--- src/rtl/irq_pkg.sv ---
package irq_pkg;

    localparam int BANK_W    = 8;
    localparam int NUM_BANKS = 3;
    localparam int SEL_W     = 2;
    localparam int SRC_W     = BANK_W * NUM_BANKS;

    typedef enum logic {
        REG_STATUS = 1'b0,
        REG_ENABLE = 1'b1
    } reg_kind_e;

    typedef struct packed {
        logic              we;
        logic [SEL_W-1:0]  bank;
        reg_kind_e         kind;
        logic [BANK_W-1:0] wdata;
    } host_req_t;

    function automatic logic bank_write(input host_req_t req, input int idx,
                                        input reg_kind_e kind);
        return req.we && (req.bank == SEL_W'(idx)) && (req.kind == kind);
    endfunction

endpackage

--- src/rtl/irq_bank.sv ---
module irq_bank
    import irq_pkg::*;
#(
    parameter int IDX = 0
) (
    input  logic              clk,
    input  logic              rst,
    input  logic [BANK_W-1:0] evt,
    input  host_req_t         req,
    output logic [BANK_W-1:0] status,
    output logic [BANK_W-1:0] enable
);

    logic              wr_status;
    logic              wr_enable;
    logic [BANK_W-1:0] clr_mask;
    logic [BANK_W-1:0] capture;
    logic [BANK_W-1:0] status_nx;

    always_comb begin
        wr_status = bank_write(req, IDX, REG_STATUS);
        wr_enable = bank_write(req, IDX, REG_ENABLE);
        clr_mask  = wr_status ? req.wdata : '0;
        capture   = evt & enable;
        status_nx = (status & ~clr_mask) | capture;
    end

    always_ff @(posedge clk) begin
        if (rst) begin
            status <= '0;
            enable <= '0;
        end else begin
            status <= status_nx;
            if (wr_enable) enable <= req.wdata;
        end
    end

    AST_EN_LOAD: assert property (@(posedge clk) disable iff (rst)
        wr_enable |=> (enable == $past(req.wdata)));

    for (genvar b = 0; b < BANK_W; b++) begin : g_bit_chk
        AST_EVT_SETS: assert property (@(posedge clk) disable iff (rst)
            (evt[b] && enable[b]) |=> status[b]);
        AST_NO_GATED_SET: assert property (@(posedge clk) disable iff (rst)
            (!(evt[b] && enable[b]) && !status[b]) |=> !status[b]);
        AST_ONE_CLEARS: assert property (@(posedge clk) disable iff (rst)
            (wr_status && req.wdata[b] && !evt[b]) |=> !status[b]);
        AST_ZERO_KEEPS: assert property (@(posedge clk) disable iff (rst)
            (wr_status && !req.wdata[b] && status[b]) |=> status[b]);
        AST_SET_BEATS_CLR: assert property (@(posedge clk) disable iff (rst)
            (wr_status && req.wdata[b] && evt[b] && enable[b]) |=> status[b]);
        AST_EN_KEEPS_PEND: assert property (@(posedge clk) disable iff (rst)
            (wr_enable && status[b]) |=> status[b]);
    end

endmodule

--- src/rtl/irq_rdmux.sv ---
module irq_rdmux
    import irq_pkg::*;
(
    input  logic [SRC_W-1:0]  status_all,
    input  logic [SRC_W-1:0]  enable_all,
    input  logic [SEL_W-1:0]  bank,
    input  reg_kind_e         kind,
    output logic [BANK_W-1:0] rdata
);

    logic [SRC_W-1:0] src;

    always_comb begin
        src   = (kind == REG_ENABLE) ? enable_all : status_all;
        rdata = '0;
        for (int k = 0; k < NUM_BANKS; k++) begin
            if (bank == SEL_W'(k)) rdata = src[k*BANK_W +: BANK_W];
        end
    end

endmodule

--- src/rtl/irq_outgen.sv ---
module irq_outgen
    import irq_pkg::*;
(
    input  logic [SRC_W-1:0] status_all,
    output logic             irq_n
);

    always_comb irq_n = ~(|status_all);

endmodule

--- src/rtl/irq_wclr_ctrl.sv ---
module irq_wclr_ctrl
    import irq_pkg::*;
(
    input  logic              clk,
    input  logic              rst,
    input  logic [SRC_W-1:0]  evt_i,
    input  logic [SEL_W-1:0]  reg_bank_i,
    input  logic              reg_kind_i,
    input  logic              reg_we_i,
    input  logic [BANK_W-1:0] reg_wdata_i,
    output logic [BANK_W-1:0] reg_rdata_o,
    output logic              irq_n_o
);

    host_req_t        req;
    logic [SRC_W-1:0] status_all;
    logic [SRC_W-1:0] enable_all;

    always_comb begin
        req.we    = reg_we_i;
        req.bank  = reg_bank_i;
        req.kind  = reg_kind_e'(reg_kind_i);
        req.wdata = reg_wdata_i;
    end

    for (genvar k = 0; k < NUM_BANKS; k++) begin : g_bank
        irq_bank #(.IDX(k)) u_bank (
            .clk    (clk),
            .rst    (rst),
            .evt    (evt_i[k*BANK_W +: BANK_W]),
            .req    (req),
            .status (status_all[k*BANK_W +: BANK_W]),
            .enable (enable_all[k*BANK_W +: BANK_W])
        );
    end

    irq_rdmux u_rdmux (
        .status_all (status_all),
        .enable_all (enable_all),
        .bank       (reg_bank_i),
        .kind       (req.kind),
        .rdata      (reg_rdata_o)
    );

    irq_outgen u_outgen (
        .status_all (status_all),
        .irq_n      (irq_n_o)
    );

    AST_IRQ_RELEASE_BY_WRITE: assert property (@(posedge clk) disable iff (rst)
        $rose(irq_n_o) |-> $past(reg_we_i && reg_kind_i == 1'b0));

    AST_OOR_BANK_IGNORED: assert property (@(posedge clk) disable iff (rst)
        (reg_we_i && reg_bank_i >= SEL_W'(NUM_BANKS)) |=> $stable(enable_all));

endmodule

--- config.mk ---
export PLATFORM = sky130hd
export DESIGN_NAME = irq_wclr_ctrl
export DESIGN_NICKNAME = d
export VERILOG_FILES = /design/src/rtl/irq_pkg.sv /design/src/rtl/irq_bank.sv /design/src/rtl/irq_rdmux.sv /design/src/rtl/irq_outgen.sv /design/src/rtl/irq_wclr_ctrl.sv
export SDC_FILE = /design/constraint.sdc
export NUM_CORES = 1
export LEC_CHECK = 0
export ABC_AREA = 1
export ABC_CLOCK_PERIOD_IN_PS = 1500
export BUFFER_PORTS_ARGS = -buffer_cell sky130_fd_sc_hd__buf_2
export CAP_MARGIN = 0
export CORE_MARGIN = 3
export CORE_UTILIZATION = 62
export CTS_BUF_LIST = sky130_fd_sc_hd__clkbuf_2
export CTS_CLUSTER_DIAMETER = 100
export DETAILED_ROUTE_END_ITERATION = 7
export PLACE_DENSITY = 0.88
export SYNTH_ARGS = -nofsm -noshare
export SYNTH_HDL_FRONTEND = slang
export SYNTH_HIERARCHICAL = 1
export SYNTH_SLANG_ARGS = --single-unit
export TNS_END_PERCENT = 20
--- constraint.sdc ---
create_clock -name clk -period 1.5 [get_ports clk]
set_input_delay 0.075 -clock clk [delete_from_list [all_inputs] [get_ports clk]]
set_output_delay 0.075 -clock clk [all_outputs]
set_load 0.01 [all_outputs]
==> metrics.csv, run 1 <==
metric;value;unit
Setup crit end kind;primary output;
Worst Hold End;g_bank[2].u_bank/status[5];
initial DRC count;373;
row cnt;22;
pwr/cell area;708;nW/um2
Net count, final;505;
Initial Utilization;67.0;%
r2r setup slk;0.20;ns
DR vias;2944;
area post-placement;2800;um2
drt pass-1 iters;6;
final hold vios;0;
clock buffer count from CTS;5;
synthesized area;2560;um2
setup TNS;0;ns
final-report max-slew violation count;0;
DRC;0;
clk_lat worst skew;0.43;ns
area of the multi-input gates;1360;um2
Placed Cells;474;
Seq cells post-synth;48;
Clock transition at path regs;0.24;ns
r2r endpoint;g_bank[2].u_bank/status[6];
grt total ovfl;0;
Syn Area/Cell;6.59;um2
share of cells above drive strength 1;19.7;%
Yosys Warn Count;6;
core area;3830;um2
routed wire length;7.47;mm
die area;4940;um2
relative slew slack;71.1;%
antenna violations before repair;0;
Worst VDD drop;648;uV
Final GP Congestion;0.920;
htree depth;2;
IO Pins;47;
Clock Path Buffers;2;
crit share post-route;97.5;%
worst hold stages;3;
port buffer count;46;
number of synthesized flops with an enable pin;0;
Via density;5.71;
Wirelength per Cell;14.5;um
worst-path fanout max;3;
Fmax;0.684;GHz
Async SR Flop Fraction;0;%
CTS tree;done;
Reg2Reg Depth;3;
syn nets;427;
Worst Tran Pin Value;0.434;ns
first-pass GRT wire length;11.6;mm
top_reg_cell synth;dfxtp_1;
largest net degree at the start of global routing;49;
RSZ-0062 raised after global routing;yes;
Leak Pwr;1.31;nW
post-synth top area cell;dfxtp_1;
skew final;0.00726;ns
status;complete, no violations;
startpoint types;flop;
root buffer cell;clkbuf_2;
die height;70.3;um
Worst Setup Path Type;reg -> out;
Area contributors post-synth;dfxtp_1, nand2_1, nand3_1;
Area Overhead vs Synth;25.6;%
Crit path arrival time;1.39;ns
Fillers;256;
design area;3220;um2
endpoints failing setup;0;
diode count;0;
Worst Hold Launch;rst;
post-route ant nets;0;
Crit path required time;1.42;ns
FF-to-FF Start;g_bank[2].u_bank/enable[6];
Seq/Total Area, Yosys;37.5;%
clk sinks;48;
vias in the first global route;2542;
Synth cell types;17;
gr usage total;29.3;%
Syn Inst Count;389;
cell with the most instances after synthesis;nand2_1;
Commonest cells post-synth;nand2_1, nand3_1, a21oi_1, dfxtp_1, inv_1;
Cell Count, Final, Fillers Out;516;
die width;70.3;um
register area;971;um2
Final min period;1.46;ns
dpl hpwl;4.84;mm
Yosys top cell area share;37.5;%
maxcap violations;0;
HP Class;in -> reg;
==> kinds of logic after synthesis <==
kind of cell    synth area share, %
flops                          37.5
buf+inv                        10.5
compound gates                 9.37
simple gates                   42.6
==> repair_timing <==
action	in CTS	in global routing
pin swaps	0	3
setup endpoints to repair	1	2
endpoints found under the hold margin	48	0
hold buffers	33	0
buffers inserted	0	1
resized for setup	3	12
==> worst max-delay path, cell delays in order, from the launching register on <==
cell and delay, ns:
dfxtp_1 0.39, nor2_1 0.11, nand2_1 0.07, nor2_1 0.11
nand2_1 0.07, nor2_2 0.08, buf_2 0.13
==> how the worst max path moves through the flow <==
stage	from	to	slack (ns)	depth (start not counted)
2_1_floorplan	g_bank[2].u_bank/status[7]	irq_n_o	0.72	5
3_3_place_gp	reg_bank_i[1]	g_bank[2].u_bank/enable[5]	0.30	6
3_5_place_dp	reg_bank_i[1]	g_bank[2].u_bank/enable[4]	0.27	6
4_1_cts	g_bank[0].u_bank/status[3]	irq_n_o	0.03	6
5_1_grt	g_bank[1].u_bank/status[3]	irq_n_o	-0.07	6
6_report	g_bank[2].u_bank/status[3]	irq_n_o	0.04	6
==> routing by layer <==
layer	global-route usage (%)	share of wire (%)
met1	38.2	40
met2	47.3	47
met3	6.04	11
met4	10.9	2.5
met5	0	0
==> cells in the final DEF, fill, tap and decap left out <==
master,synthesis,final
dfxtp_2,0,5
dfxtp_1,48,42
inv_6,1,1
clkinv_1,0,1
nand3_2,4,6
nor2_1,14,10
clkbuf_2,0,5
dfxtp_4,0,1
inv_1,27,27
buf_4,4,9
nor2_2,2,5
inv_2,2,2
nand4_1,17,17
buf_2,4,45
nand2_1,151,151
nand2_2,2,2
nor2_4,5,6
dlygate4sd3_1,0,33
nand3_1,49,47
buf_12,0,2
clkinv_2,0,2
buf_6,8,1
a21oi_1,48,48
==> registers in the layout (all words and copies together) (netlist names) <==
register	flops
g_bank.u_bank/enable	24
g_bank.u_bank/status	24
==> per-stage QoR <==
stage | utilization (%) | total power, mW | setup slack (ns) | hold slack [ns]
final | 84.1 | 2.28 | 0.0374 | 0.0350
after global routing | 84.1 | 2.37 | -0.0668 | 0.0111
after CTS | 83.1 | 2.26 | 0.0262 | 0.0273
after detailed placement | 73.2 | 1.69 | 0.269 | 0.332
after global placement | 73.2 | 1.68 | 0.297 | 0.327
after floorplan | - | 1.55 | 0.718 | 0.222
==> layout make-up <==
class | instances | share of cell area, %
Inverter | 30 | 3.65
Sequential cell | 48 | 30.2
Multi-Input combinational cell | 292 | 42.2
Tap cell | 48 | 1.87
Clock inverter | 3 | 0.428
Clock buffer | 5 | 0.777
Timing Repair Buffer | 90 | 20.9
==> where the power goes <==
group	internal, mW	switching (mW)	total, mW
sequential	1.30	0.0181	1.32
clock	0.105	0.427	0.531
combinational	0.183	0.247	0.431
total	1.59	0.692	2.28
Note: power is estimated with default switching activity, not from simulation.
==> run 2: changes to the inputs <==
Settings changed: HOLD_SLACK_MARGIN set to 0.08.
==> metrics.csv, run 2 (synthesis results as in run 1) <==
metric;value;unit;change
clk_lat worst skew;0.45;ns;+0.02 ns
final worst setup slack;-0.147;ns;-0.184 ns
DR vias;3663;;+24%
worst-path fanout max;3;;unchanged
largest net degree at the start of global routing;49;;unchanged
area post-placement;2800;um2;unchanged
Net count, final;537;;+6.3%
diode count;0;;unchanged
post-route ant nets;0;;unchanged
most frequent cells in the layout;nand2_1, dlygate4sd3_1, nand3_1, a21oi_1, buf_2;;
maxcap violations;0;;unchanged
die width;70.3;um;unchanged
Place WS;0.269;ns;unchanged
Worst Setup Path Type;reg -> out;;
antenna violations before repair;0;;unchanged
crit-path leading delay family;flip-flops;;
first-pass GRT wire length;16.3;mm;+40%
Cell Count, Final, Fillers Out;548;;+6.2%
most common cell after layout, fill and taps aside;nand2_1;;
Largest regs;g_bank.u_bank/enable x24, g_bank.u_bank/status x24;;
vias in the first global route;3367;;+32%
core area;3830;um2;unchanged
Final min period;1.65;ns;+0.184 ns
CTS tree;done;;
Initial Utilization;67.0;%;unchanged
htree depth;2;;unchanged
drt pass-1 iters;8;;+2
Area Overhead vs Synth;38.0;%;
Crit path required time;1.42;ns;about the same
Setup crit end kind;primary output;;
Worst VDD drop;639;uV;-1.3%
total power;2.39;mW;+4.8%
initial DRC count;1019;;+170%
Critical-path top delay cell;dfxtp_1;;
endpoints failing setup;7;;+7
clk sinks;48;;unchanged
Buf/Inv on CP;2;;+1
Clock transition at path regs;0.28;ns;+0.04 ns
cell seen most often among critical-path stages;nand3_1;;
failing checks;DRC, setup timing;;
gr usage total;41.1;%;+12 points
Worst Tran Pin Value;0.476;ns;+0.0424 ns
setup TNS;-0.389;ns;-0.389 ns
row cnt;22;;unchanged
dpl hpwl;4.84;mm;unchanged
status;finished with violations;;
die height;70.3;um;unchanged
HP Class;in -> reg;;
share of cells above drive strength 1;19.2;%;-0.46 points
Leak Pwr;1.50;nW;+15%
routed wire length;11.9;mm;+59%
CP Cell Sequence;inv_1 -> nand2_1 -> nand3_1 -> nand3_1 -> buf_2;;
Fmax;0.607;GHz;-11%
DRC;208;;+208
crit share post-route;110;%;+12 points
clock buffer count from CTS;5;;unchanged
Via density;6.68;;+17%
design area;3540;um2;+9.8%
final-report max-slew violation count;0;;unchanged
Crit path arrival time;1.57;ns;+0.18 ns
root buffer cell;clkbuf_2;;
final hold vios;0;;unchanged
RSZ-0062 raised after global routing;yes;;
grt total ovfl;0;;unchanged
pwr/cell area;676;nW/um2;-4.5%
startpoint types;flop;;
IO Pins;47;;unchanged
die area;4940;um2;unchanged
CP peak stage delay;0.48;ns;+0.09 ns
Placed Cells;474;;unchanged
Final GP Congestion;0.920;;unchanged
relative slew slack;68.3;%;-2.8 points
skew final;0.0218;ns;+0.0145 ns
Wirelength per Cell;21.7;um;+50%
Clock Path Buffers;2;;unchanged
port buffer count;46;;unchanged
run 2: layout make-up:
cell class / instances / area, um2
well taps: 48 / 60.1
clock inverters: 3 / 13.8
flip-flops and latches: 48 / 977
fillers: 146 / 290
multi-input cells: 292 / 1350
inverters: 30 / 118
repair buffers: 122 / 995
clock buffers: 5 / 25.0
run 2: worst paths after layout:
kind / start / to / slack, ns / depth (start not counted)
hold reg to reg: g_bank[1].u_bank/enable[3] / g_bank[1].u_bank/enable[3] / 0.50 / 2
setup reg to reg: g_bank[0].u_bank/enable[1] / g_bank[0].u_bank/status[1] / 0.15 / 3
hold / removal: reg_kind_i / g_bank[2].u_bank/enable[1] / 0.09 / 3
setup / recovery: g_bank[0].u_bank/enable[4] / reg_rdata_o[4] / -0.15 / 5
run 2: power breakdown:
group / internal (mW) / switching (mW) / total [mW]
clock: 0.105 / 0.457 / 0.562
sequential: 1.30 / 0.0226 / 1.33
combinational: 0.201 / 0.302 / 0.504
total: 1.61 / 0.782 / 2.39
run 2: per-stage QoR:
| stage | util [%] | hold WS (ns) |
|---|---|---|
| after global routing | 92.4 | 0.0832 |
| after floorplan | - | 0.222 |
| after CTS | 91.5 | 0.0839 |
| final | 92.4 | 0.0941 |
| after detailed placement | 73.2 | 0.332 |
| after global placement | 73.2 | 0.327 |
run 2: routing by layer:
metal / global-route usage, % / up-vias / share of wire, %
met1: 48.8 / 1554 / 32
li1: - / 1480 / -
met2: 65.0 / 465 / 42
met4: 23.4 / 0 / 9.6
met3: 12.8 / 164 / 17
met5: 0 / - / 0
run 2: timing repair:
action | in CTS | in global routing
pin swaps | 0 | 2
hold endpoints to repair | 48 | 0
gates cloned | 0 | 0
setup endpoints to repair | 1 | 7
hold buffers | 65 | 0
setup buffers | 0 | 1
resized for setup | 3 | 15
run 2: worst reg2reg max path, stage by stage, from the launching register on:
cell	delay, ns
dfxtp_1	0.42
nand2_1	0.11
a21oi_1	0.23
dlygate4sd3_1	0.58
